==> config.mk <==
export PLATFORM = sky130hd
export DESIGN_NAME = ofdm_cmap
export DESIGN_NICKNAME = d
export VERILOG_FILES = /design/src/rtl/cmap_pkg.sv /design/src/rtl/cmap_index_split.sv /design/src/rtl/cmap_axis_lut.sv /design/src/rtl/cmap_out_reg.sv /design/src/rtl/ofdm_cmap.sv
export SDC_FILE = /design/constraint.sdc
export NUM_CORES = 1
export LEC_CHECK = 0
export BUFFER_PORTS_ARGS = -buffer_cell sky130_fd_sc_hd__buf_4
export CORE_MARGIN = 1.5
export CORE_UTILIZATION = 45
export DETAILED_ROUTE_END_ITERATION = 8
export PLACE_DENSITY = 0.71
export SLEW_MARGIN = 20
export SYNTH_ARGS = -nofsm -noshare
export SYNTH_HDL_FRONTEND = slang
export SYNTH_SLANG_ARGS = --single-unit
==> constraint.sdc <==
create_clock -name clk -period 2.9 [get_ports clk]
set_clock_uncertainty 0.2 [all_clocks]
set_input_delay 0.435 -clock clk [delete_from_list [all_inputs] [get_ports clk]]
set_output_delay 0.435 -clock clk [all_outputs]
set_load 0.01 [all_outputs]
==> src/rtl/cmap_pkg.sv <==
package cmap_pkg;

  localparam int SAMP_W  = 16;
  localparam int GROUP_W = 6;
  localparam int IDX_W   = GROUP_W / 2;

  typedef enum logic [1:0] {
    MOD_BPSK  = 2'd0,
    MOD_QPSK  = 2'd1,
    MOD_QAM16 = 2'd2,
    MOD_QAM64 = 2'd3
  } mod_t;

  typedef logic signed [SAMP_W-1:0] samp_t;

  // Full scale in Q1.15 is 32767. The common scale maps a unit amplitude to
  // 32767*sqrt(42)/7 = 30336.35.
  // Each magnitude below is that value times the scheme's normalised level,
  // rounded to the nearest integer.
  localparam samp_t AMP_BPSK    = 16'sd30336; // 1
  localparam samp_t AMP_QPSK    = 16'sd21451; // 1/sqrt(2)
  localparam samp_t AMP_Q16_LO  = 16'sd9593;  // 1/sqrt(10)
  localparam samp_t AMP_Q16_HI  = 16'sd28780; // 3/sqrt(10)
  localparam samp_t AMP_Q64_1   = 16'sd4681;  // 1/sqrt(42)
  localparam samp_t AMP_Q64_3   = 16'sd14043; // 3/sqrt(42)
  localparam samp_t AMP_Q64_5   = 16'sd23405; // 5/sqrt(42)
  localparam samp_t AMP_Q64_7   = 16'sd32767; // 7/sqrt(42)

  localparam samp_t SAMP_MIN = {1'b1, {(SAMP_W-1){1'b0}}};

  // The index MSB selects the sign; the lower bits pick a magnitude in a
  // Gray-like order (outer level first on each side).
  function automatic samp_t axis_level(mod_t m, logic [IDX_W-1:0] idx);
    samp_t mag;
    logic  neg;
    mag = '0;
    neg = 1'b0;
    unique case (m)
      MOD_BPSK: begin
        neg = ~idx[0];
        mag = AMP_BPSK;
      end
      MOD_QPSK: begin
        neg = ~idx[0];
        mag = AMP_QPSK;
      end
      MOD_QAM16: begin
        neg = ~idx[1];
        mag = idx[0] ? AMP_Q16_LO : AMP_Q16_HI;
      end
      default: begin
        neg = ~idx[2];
        unique case (idx[1:0])
          2'd0:    mag = AMP_Q64_7;
          2'd1:    mag = AMP_Q64_5;
          2'd2:    mag = AMP_Q64_1;
          default: mag = AMP_Q64_3;
        endcase
      end
    endcase
    return neg ? -mag : mag;
  endfunction

endpackage

==> src/rtl/cmap_index_split.sv <==
module cmap_index_split
  import cmap_pkg::*;
(
  input  logic [GROUP_W-1:0] bits_i,
  input  mod_t               mod_i,
  output logic [IDX_W-1:0]   i_idx_o,
  output logic [IDX_W-1:0]   q_idx_o
);

  always_comb begin
    i_idx_o = '0;
    q_idx_o = '0;
    unique case (mod_i)
      MOD_BPSK: begin
        i_idx_o[0] = bits_i[0];
      end
      MOD_QPSK: begin
        i_idx_o[0] = bits_i[0];
        q_idx_o[0] = bits_i[1];
      end
      MOD_QAM16: begin
        i_idx_o[1:0] = bits_i[1:0];
        q_idx_o[1:0] = bits_i[3:2];
      end
      default: begin
        i_idx_o = bits_i[IDX_W-1:0];
        q_idx_o = bits_i[GROUP_W-1:IDX_W];
      end
    endcase
  end

endmodule

==> src/rtl/cmap_axis_lut.sv <==
module cmap_axis_lut
  import cmap_pkg::*;
#(
  parameter bit IS_Q = 1'b0
) (
  input  mod_t             mod_i,
  input  logic [IDX_W-1:0] idx_i,
  output samp_t            level_o
);

  generate
    if (IS_Q) begin : g_q_axis
      always_comb begin
        if (mod_i == MOD_BPSK) level_o = '0;
        else                   level_o = axis_level(mod_i, idx_i);
      end
    end else begin : g_i_axis
      always_comb level_o = axis_level(mod_i, idx_i);
    end
  endgenerate

  // the table never yields the asymmetric minimum
  always_comb begin
    a_r10_lut_range: assert (level_o != SAMP_MIN);
  end

endmodule

==> src/rtl/cmap_out_reg.sv <==
module cmap_out_reg
  import cmap_pkg::*;
(
  input  logic  clk,
  input  logic  rst_n,
  input  logic  in_valid,
  output logic  in_ready,
  input  samp_t in_i,
  input  samp_t in_q,
  output logic  out_valid,
  input  logic  out_ready,
  output samp_t out_i,
  output samp_t out_q
);

  logic  v_q;
  samp_t i_q;
  samp_t q_q;

  assign in_ready  = !v_q || out_ready;
  assign out_valid = v_q;
  assign out_i     = i_q;
  assign out_q     = q_q;

  always_ff @(posedge clk) begin
    if (!rst_n) begin
      v_q <= 1'b0;
      i_q <= '0;
      q_q <= '0;
    end else if (in_ready) begin
      v_q <= in_valid;
      if (in_valid) begin
        i_q <= in_i;
        q_q <= in_q;
      end
    end
  end

  a_r9_hold_point: assert property (@(posedge clk) disable iff (!rst_n)
    (out_valid && !out_ready) |=> (out_valid && $stable(out_i) && $stable(out_q)));

  a_r9_stall_blocks: assert property (@(posedge clk) disable iff (!rst_n)
    (out_valid && !out_ready) |-> !in_ready);

  a_r8_one_cycle: assert property (@(posedge clk) disable iff (!rst_n)
    (in_valid && in_ready) |=> out_valid);

  a_r10_out_range: assert property (@(posedge clk) disable iff (!rst_n)
    out_valid |-> (out_i != SAMP_MIN && out_q != SAMP_MIN));

endmodule

==> src/rtl/ofdm_cmap.sv <==
module ofdm_cmap
  import cmap_pkg::*;
(
  input  logic               clk,
  input  logic               rst_n,
  input  logic               in_valid,
  output logic               in_ready,
  input  logic [GROUP_W-1:0] in_bits,
  input  logic [1:0]         in_mod,
  output logic               out_valid,
  input  logic               out_ready,
  output logic [SAMP_W-1:0]  out_i,
  output logic [SAMP_W-1:0]  out_q
);

  mod_t             mod_s;
  logic [IDX_W-1:0] i_idx;
  logic [IDX_W-1:0] q_idx;
  samp_t            i_lvl;
  samp_t            q_lvl;
  samp_t            oi;
  samp_t            oq;

  assign mod_s = mod_t'(in_mod);

  cmap_index_split u_split (
    .bits_i  (in_bits),
    .mod_i   (mod_s),
    .i_idx_o (i_idx),
    .q_idx_o (q_idx)
  );

  cmap_axis_lut #(.IS_Q(1'b0)) u_lut_i (
    .mod_i   (mod_s),
    .idx_i   (i_idx),
    .level_o (i_lvl)
  );

  cmap_axis_lut #(.IS_Q(1'b1)) u_lut_q (
    .mod_i   (mod_s),
    .idx_i   (q_idx),
    .level_o (q_lvl)
  );

  cmap_out_reg u_oreg (
    .clk       (clk),
    .rst_n     (rst_n),
    .in_valid  (in_valid),
    .in_ready  (in_ready),
    .in_i      (i_lvl),
    .in_q      (q_lvl),
    .out_valid (out_valid),
    .out_ready (out_ready),
    .out_i     (oi),
    .out_q     (oq)
  );

  assign out_i = oi;
  assign out_q = oq;

  a_r3_bpsk_q_zero: assert property (@(posedge clk) disable iff (!rst_n)
    (in_valid && in_ready && in_mod == 2'd0) |=> (out_q == '0));

  a_r11_full_rate: assert property (@(posedge clk) disable iff (!rst_n)
    out_ready |-> in_ready);

  a_r1_idle_after_reset: assert property (@(posedge clk)
    !rst_n |=> !out_valid);

endmodule

=== Word level (Yosys, flattened, before mapping) ===
Cells that the tools add are included.

* Register bits after elaboration: 33
* Input port bits: 12

* Add/sub/neg operators: 2
* Equality and inequality tests: 6
* Multiplexer cells: 18
* Bitwise operators: 6
* Reduce and logical (&&, ||, !) cells: 8

{| class="wikitable"
|+ Operators by type and width
! operator !! count
|-
| 15-bit case mux with 3 select lines || 2
|-
| 16-bit 2-to-1 mux || 4
|-
| 16-bit case mux with 3 select lines || 1
|-
| 16-bit negation || 2
|-
| 16-bit case mux with 2 select lines || 1
|-
| 15-bit 2-to-1 mux || 2
|-
| 2-bit by 1-bit equality test with 1-bit output (second input constant) || 3
|-
| 2-bit equality test (second input constant) || 3
|-
| 2-bit zero test || 3
|-
| 1-bit inverter || 6
|-
| 1-bit case mux with 2 select lines || 3
|-
| 1-bit 2-to-1 mux || 4
|-
| 1-bit case mux with 3 select lines || 1
|-
| 3-bit OR reduction || 1
|-
| 2-bit AND reduction || 1
|-
| 2-bit OR reduction || 1
|-
| 1-bit zero test || 1
|-
| 1-bit logical OR || 1
|}

=== Logic depth before layout (Yosys ltp) ===
* Depth after elaboration: 10
* Gate-level depth with buffers: 13

=== By module ===
A second synthesis with hierarchy kept.

* Cell total of the unflattened synthesis: 290
* Area, all modules: 2338.5 µm²

{| class="wikitable"
|+ By module, submodules not included
! module !! times used !! cells an instance !! area each (µm²) !! sequential area each (µm²)
|-
| cmap_out_reg || 1 || 144 || 1357.6 || 660.6
|-
| cmap_axis_lut at u_lut_i || 1 || 71 || 469.2 || 0.0
|-
| cmap_axis_lut at u_lut_q || 1 || 66 || 442.9 || 0.0
|-
| cmap_index_split || 1 || 9 || 68.8 || 0.0
|}

=== Least setup slack after synthesis ===
OpenSTA, ideal clock, no wires.

* Kind: input to register
* Start: input port in_mod[1]
* End: register u_oreg.i_q[12] (netlist: u_oreg.out_i[12])
* Library setup time: 79 ps
* Arrival: 2752 ps
* Required time: 2621 ps
* Slack: -131 ps
* Stages: 13
* Buffers on the path: 1
* Path through: inv_1 -> ha_1 -> or3b_1 -> buf_6 -> ha_1 -> nand2_1 -> o31ai_1 -> ha_1 -> and3_1 -> a31o_2 -> a21oi_1 -> nand4_1 -> o211ai_1

* Word-level cells in the longest chain between the ends: 8

{| class="wikitable"
|+ RTL lines
! what !! RTL line !! RTL
|-
| from (decl) || ofdm_cmap.sv:9 || <nowiki>input logic [1:0] in_mod,</nowiki>
|-
| 2-bit by 1-bit equality test with 1-bit output / 2-bit zero test (equally long branches) || cmap_pkg.sv:38, cmap_index_split.sv:13 ||
|-
| 2-bit OR reduction (no source line) || n/a ||
|-
| 1-bit 2-to-1 mux || cmap_index_split.sv:13 || <nowiki>unique case (mod_i)</nowiki>
|-
| 2-bit equality test, or another cell as far along || cmap_pkg.sv:53 || <nowiki>unique case (idx[1:0])</nowiki>
|-
| 15-bit case mux with 3 select lines || cmap_pkg.sv:53 ||
|-
| 16-bit case mux with 3 select lines || cmap_pkg.sv:38 || <nowiki>unique case (m)</nowiki>
|-
| 16-bit negation || cmap_pkg.sv:61 || <nowiki>return neg ? -mag : mag;</nowiki>
|-
| 16-bit 2-to-1 mux (*) || cmap_pkg.sv:61 ||
|-
| to (signal assigned) || cmap_out_reg.sv:33 || <nowiki>i_q <= in_i;</nowiki>
|-
| to (decl) || cmap_out_reg.sv:17 || <nowiki>samp_t i_q;</nowiki>
|}

Every way passes the cells marked *; elsewhere a longest branch is shown, timed or not.
A chain may end at the register's enable or synchronous reset.

=== Final worst setup path ===
Same ends and word-level chain as after synthesis.

==> results.md <==
- The flow ran to the end, and the final reports show no timing, DRC or antenna violations.
- The mapped netlist covers approximately 2100 µm².
- The combinational share of power is 0.346.
- The area growth from synthesis to layout is 28.3%.
- The sequential area share after synthesis is 0.294.
- The final count of hold timing violations was 0.
- The count of nets left with antenna violations once routing finished came out at 0.
- For this block, the routed nets add up to between 5000 and 6000 µm of wire.
- The overall die width is 71.5 µm.
- The count of final max-slew check failures is 0.
- Of the available clock period, the critical path in the final layout requires 0.938.
- The register bit count reported by yosys is 31.
- Power spread over the standard cell area amounts to roughly 460 nW/µm².
- Total power for the finished layout comes to ~1300 µW.
- From bottom edge to top edge, the die measures approximately 71 µm.
- The min-delay analysis places its worst path in the category primary input to flop.
- The most used flip-flop cell after synthesis is sky130_fd_sc_hd__dfxtp_1.
- The critical path start-end classification is primary input to flop.
- The static power due to leakage is approximately 0.0012 µW.
- In this run the mean area of a mapped cell was between 8 and 9 µm².
- The die footprint is between 5000 and 6000 µm².
- The yosys synthesis warning count is 0.
- Clock tree synthesis inserted a total of 5 buffers.
- Hold is met by around 0.21 ns.
- Setup repair after global routing left no endpoint under its margin.
- The clock latency on the worst-skew pair is ~0.28 ns.
- The type of origin of the critical path is a primary input.
- After filler insertion, the fill cell instance count of the layout stands at about 400.
- The placeable core region is between 4000 and 5000 µm².
- The transition time of the tightest slew-check pin is 0.836 ns.
- For this configuration, the core starts out at a cell density of 0.475.
- The number of H-tree levels is 2.
- The initial DRC count is between 100 and 150.
- The data required time of the worst path is 2.90 ns.
- Across the VDD grid, the largest voltage drop is between 0.0002 and 0.00025 V.
- The repair_antennas step left the layout with diodes totalling 0.
- The number of port buffers is 45.
- For this run, asynchronously set or reset flops after synthesis account for 0.
- The floorplan has 24 rows.
- For this run the aggregate overflow at the end of global routing stands at 0.
- The number of clock sinks is 31.
- At the end of routability-driven placement, the weighted congestion stood at ~0.90.
- The sequential share of power is 0.386.
- The post-synthesis instance total is 263.
- The clock tree from TritonCTS is yes.
- Timing would allow up to approximately 370 MHz.
- Of the total power, the share spent switching nets is 0.318.
- 46 I/O pins were placed.
- Entering global routing, the biggest net connects 21 pins.
- The net count of the finished layout is 346.
- The first global-routing pass estimated about 9000 µm of wire.
- Of all nets on the critical path, the largest fanout is 4.
- The HPWL reported at the end of detailed placement is 4060 µm.
- The netlist uses 54 different library cells.
- The share of post-route cells with drive strength above 1 is 0.288.
- The arrival time of the worst setup path is 2.73 ns.
- The initial antenna violation count was 0.
- In this run, synthesis inferred 0 flip-flops with an integrated enable.
- The endpoint type of the worst setup path is a flop.
- The remaining design rule violation count is 0.
- Dividing the detail-routed via count by the number of cells gives approximately 5.5.
- The number of setup violations in the final report is 0.
- The cell internal power dissipation is about 860 µW.
- Clock-pin slew was measured on the worst setup and hold paths at around 0.060 ns.
- The via count of the first global-routing pass is 1966.
- The cell sitting at the root of the clock tree is a sky130_fd_sc_hd__clkbuf_8.
- Summed over all nets, the switching power comes to about 400 µW.
- The largest buffer count on any clock path is 2.
- The number of search-and-repair iterations in the first detailed-routing pass is 6.
- The global-route usage over all layers is 0.220.
- The part of the power in the clock network is 0.269.
- When the netlist entered floorplanning its net count stood at between 200 and 300.
- The routed length per placed instance is between 10 and 15 µm.
- Max-cap violations in this run came to 0.
- The normalized max-slew margin is 0.441.
- The via count is between 2k and 2.5k.
- The shortest clock period the worst path allows after layout is around 2.7 ns.
## Yosys cell counts, types with 4 or more instances
cell type / n / area share
sky130_fd_sc_hd__nor3_1: 6 / 0.014
sky130_fd_sc_hd__a31oi_1: 5 / 0.015
sky130_fd_sc_hd__nor2_1: 13 / 0.023
sky130_fd_sc_hd__xnor2_1: 8 / 0.033
sky130_fd_sc_hd__o21a_1: 4 / 0.014
sky130_fd_sc_hd__nand3_1: 6 / 0.014
sky130_fd_sc_hd__nand2_1: 30 / 0.053
sky130_fd_sc_hd__a21oi_1: 20 / 0.047
sky130_fd_sc_hd__clkbuf_1: 11 / 0.020
sky130_fd_sc_hd__buf_2: 4 / 0.0095
sky130_fd_sc_hd__o21ai_0: 20 / 0.047
sky130_fd_sc_hd__inv_1: 10 / 0.018
sky130_fd_sc_hd__ha_1: 14 / 0.083
sky130_fd_sc_hd__o21ai_1: 7 / 0.017
sky130_fd_sc_hd__nand2b_1: 7 / 0.021
sky130_fd_sc_hd__nor2b_1: 4 / 0.012
sky130_fd_sc_hd__a211oi_1: 4 / 0.014
sky130_fd_sc_hd__dfxtp_1: 31 / 0.29
sky130_fd_sc_hd__or3_1: 4 / 0.012
## power groups by stage
stage	registers [µW]	clock network, µW	logic (µW)
after CTS	485	345	431
after global placement	493	0	424
after detailed placement	494	0	429
after floorplan	512	0	255
after global routing	490	362	480
final	484	338	434
## metal layers
metal  track usage  part of all wire
met5             0                 0
met4        0.0566             0.010
met3        0.0338             0.032
met2         0.342              0.44
met1         0.321              0.52
## layout make-up
class	instances	area (µm²)	share of cell area
Multi-Input combinational cell	202	1370	0.507
Sequential cell	31	621	0.229
Timing Repair Buffer	70	526	0.194
Clock buffer	6	82.6	0.0305
Tap cell	52	65.1	0.0240
Inverter	10	37.5	0.0139
Clock inverter	1	5.00	0.00185
## path summary, 6_finish.rpt
| kind | from | endpoint | slack, ns | depth (start not counted) |
|---|---|---|---|---|
| setup reg to reg | u_oreg.out_valid$_SDFFE_PN0N_ | u_oreg.out_q[5]$_SDFFE_PN0P_ | 1.08 | 4 |
| setup / recovery | in_mod[1] | u_oreg.out_i[12]$_SDFFE_PN0P_ | 0.18 | 13 |
| hold / removal | in_valid | u_oreg.out_valid$_SDFFE_PN0N_ | 0.21 | 3 |
| hold reg to reg | u_oreg.out_q[12]$_SDFFE_PN0P_ | u_oreg.out_q[12]$_SDFFE_PN0P_ | 0.25 | 2 |
## registers in the layout (all words and copies together), names as in the netlist
signal / flops
u_oreg.out_i: 15
u_oreg.out_valid: 1
u_oreg.out_q: 15
## kinds of logic after synthesis
family / Yosys count / share of synthesized area
flip-flops: 31 / 0.294
XOR/XNOR: 11 / 0.0456
adder cells (fa/ha/maj): 14 / 0.0830
AND/OR/NAND/NOR: 85 / 0.205
multiplexers: 1 / 0.00474
buffers and inverters: 30 / 0.0699
AO/OA/AOI/OAI: 91 / 0.298
## repair_timing
| item | CTS | global route |
|---|---|---|
| resized for setup | 0 | 2 |
| setup buffers | 0 | 0 |
| hold buffers | 0 | 0 |
| setup endpoints to repair | 0 | 2 |
## metrics by stage
stage	setup TNS (ns)	instance area, µm²	cells	utilization	setup slack (ns)
2_1_floorplan	0	2130	263	-	0.0375
3_3_place_gp	-0.342	2610	365	0.588	-0.159
3_5_place_dp	-0.430	2610	365	0.588	-0.147
4_1_cts	0	2700	372	0.607	0.137
5_1_grt	0	2710	372	0.610	0.0399
6_report	0	2710	372	0.610	0.179
## worst max-delay path: stages
cell and delay (ns):
sky130_fd_sc_hd__buf_4 0.08, sky130_fd_sc_hd__inv_1 0.07, sky130_fd_sc_hd__ha_2 0.19, sky130_fd_sc_hd__or3b_1 0.45, sky130_fd_sc_hd__ha_4 0.26, sky130_fd_sc_hd__nand2_2 0.07, sky130_fd_sc_hd__o31ai_1 0.09, sky130_fd_sc_hd__ha_1 0.22
sky130_fd_sc_hd__and3_1 0.21, sky130_fd_sc_hd__a31o_2 0.25, sky130_fd_sc_hd__a21oi_2 0.19, sky130_fd_sc_hd__nand4_1 0.11, sky130_fd_sc_hd__o211ai_1 0.10
## cell usage in the layout (no fill, tap or decap), types with 3 or more instances in the layout
| master | synthesis | routed |
|---|---|---|
| sky130_fd_sc_hd__buf_4 | 2 | 70 |
| sky130_fd_sc_hd__dfxtp_1 | 31 | 31 |
| sky130_fd_sc_hd__nand2_1 | 30 | 29 |
| sky130_fd_sc_hd__o21ai_0 | 20 | 20 |
| sky130_fd_sc_hd__a21oi_1 | 20 | 19 |
| sky130_fd_sc_hd__nor2_1 | 13 | 13 |
| sky130_fd_sc_hd__ha_1 | 14 | 11 |
| sky130_fd_sc_hd__inv_1 | 10 | 10 |
| sky130_fd_sc_hd__xnor2_1 | 8 | 8 |
| sky130_fd_sc_hd__nand2b_1 | 7 | 7 |
| sky130_fd_sc_hd__o21ai_1 | 7 | 7 |
| sky130_fd_sc_hd__nand3_1 | 6 | 6 |
| sky130_fd_sc_hd__nor3_1 | 6 | 6 |
| sky130_fd_sc_hd__clkbuf_8 | 0 | 6 |
| sky130_fd_sc_hd__a31oi_1 | 5 | 5 |
| sky130_fd_sc_hd__nor2b_1 | 4 | 4 |
| sky130_fd_sc_hd__o21a_1 | 4 | 4 |
| sky130_fd_sc_hd__or3_1 | 4 | 4 |
| sky130_fd_sc_hd__a211oi_1 | 4 | 4 |
| sky130_fd_sc_hd__o211ai_1 | 3 | 3 |
| sky130_fd_sc_hd__nand3b_1 | 3 | 3 |
| sky130_fd_sc_hd__xor2_1 | 3 | 3 |
| sky130_fd_sc_hd__o211a_1 | 3 | 3 |
(Power assumes the default switching activity.)
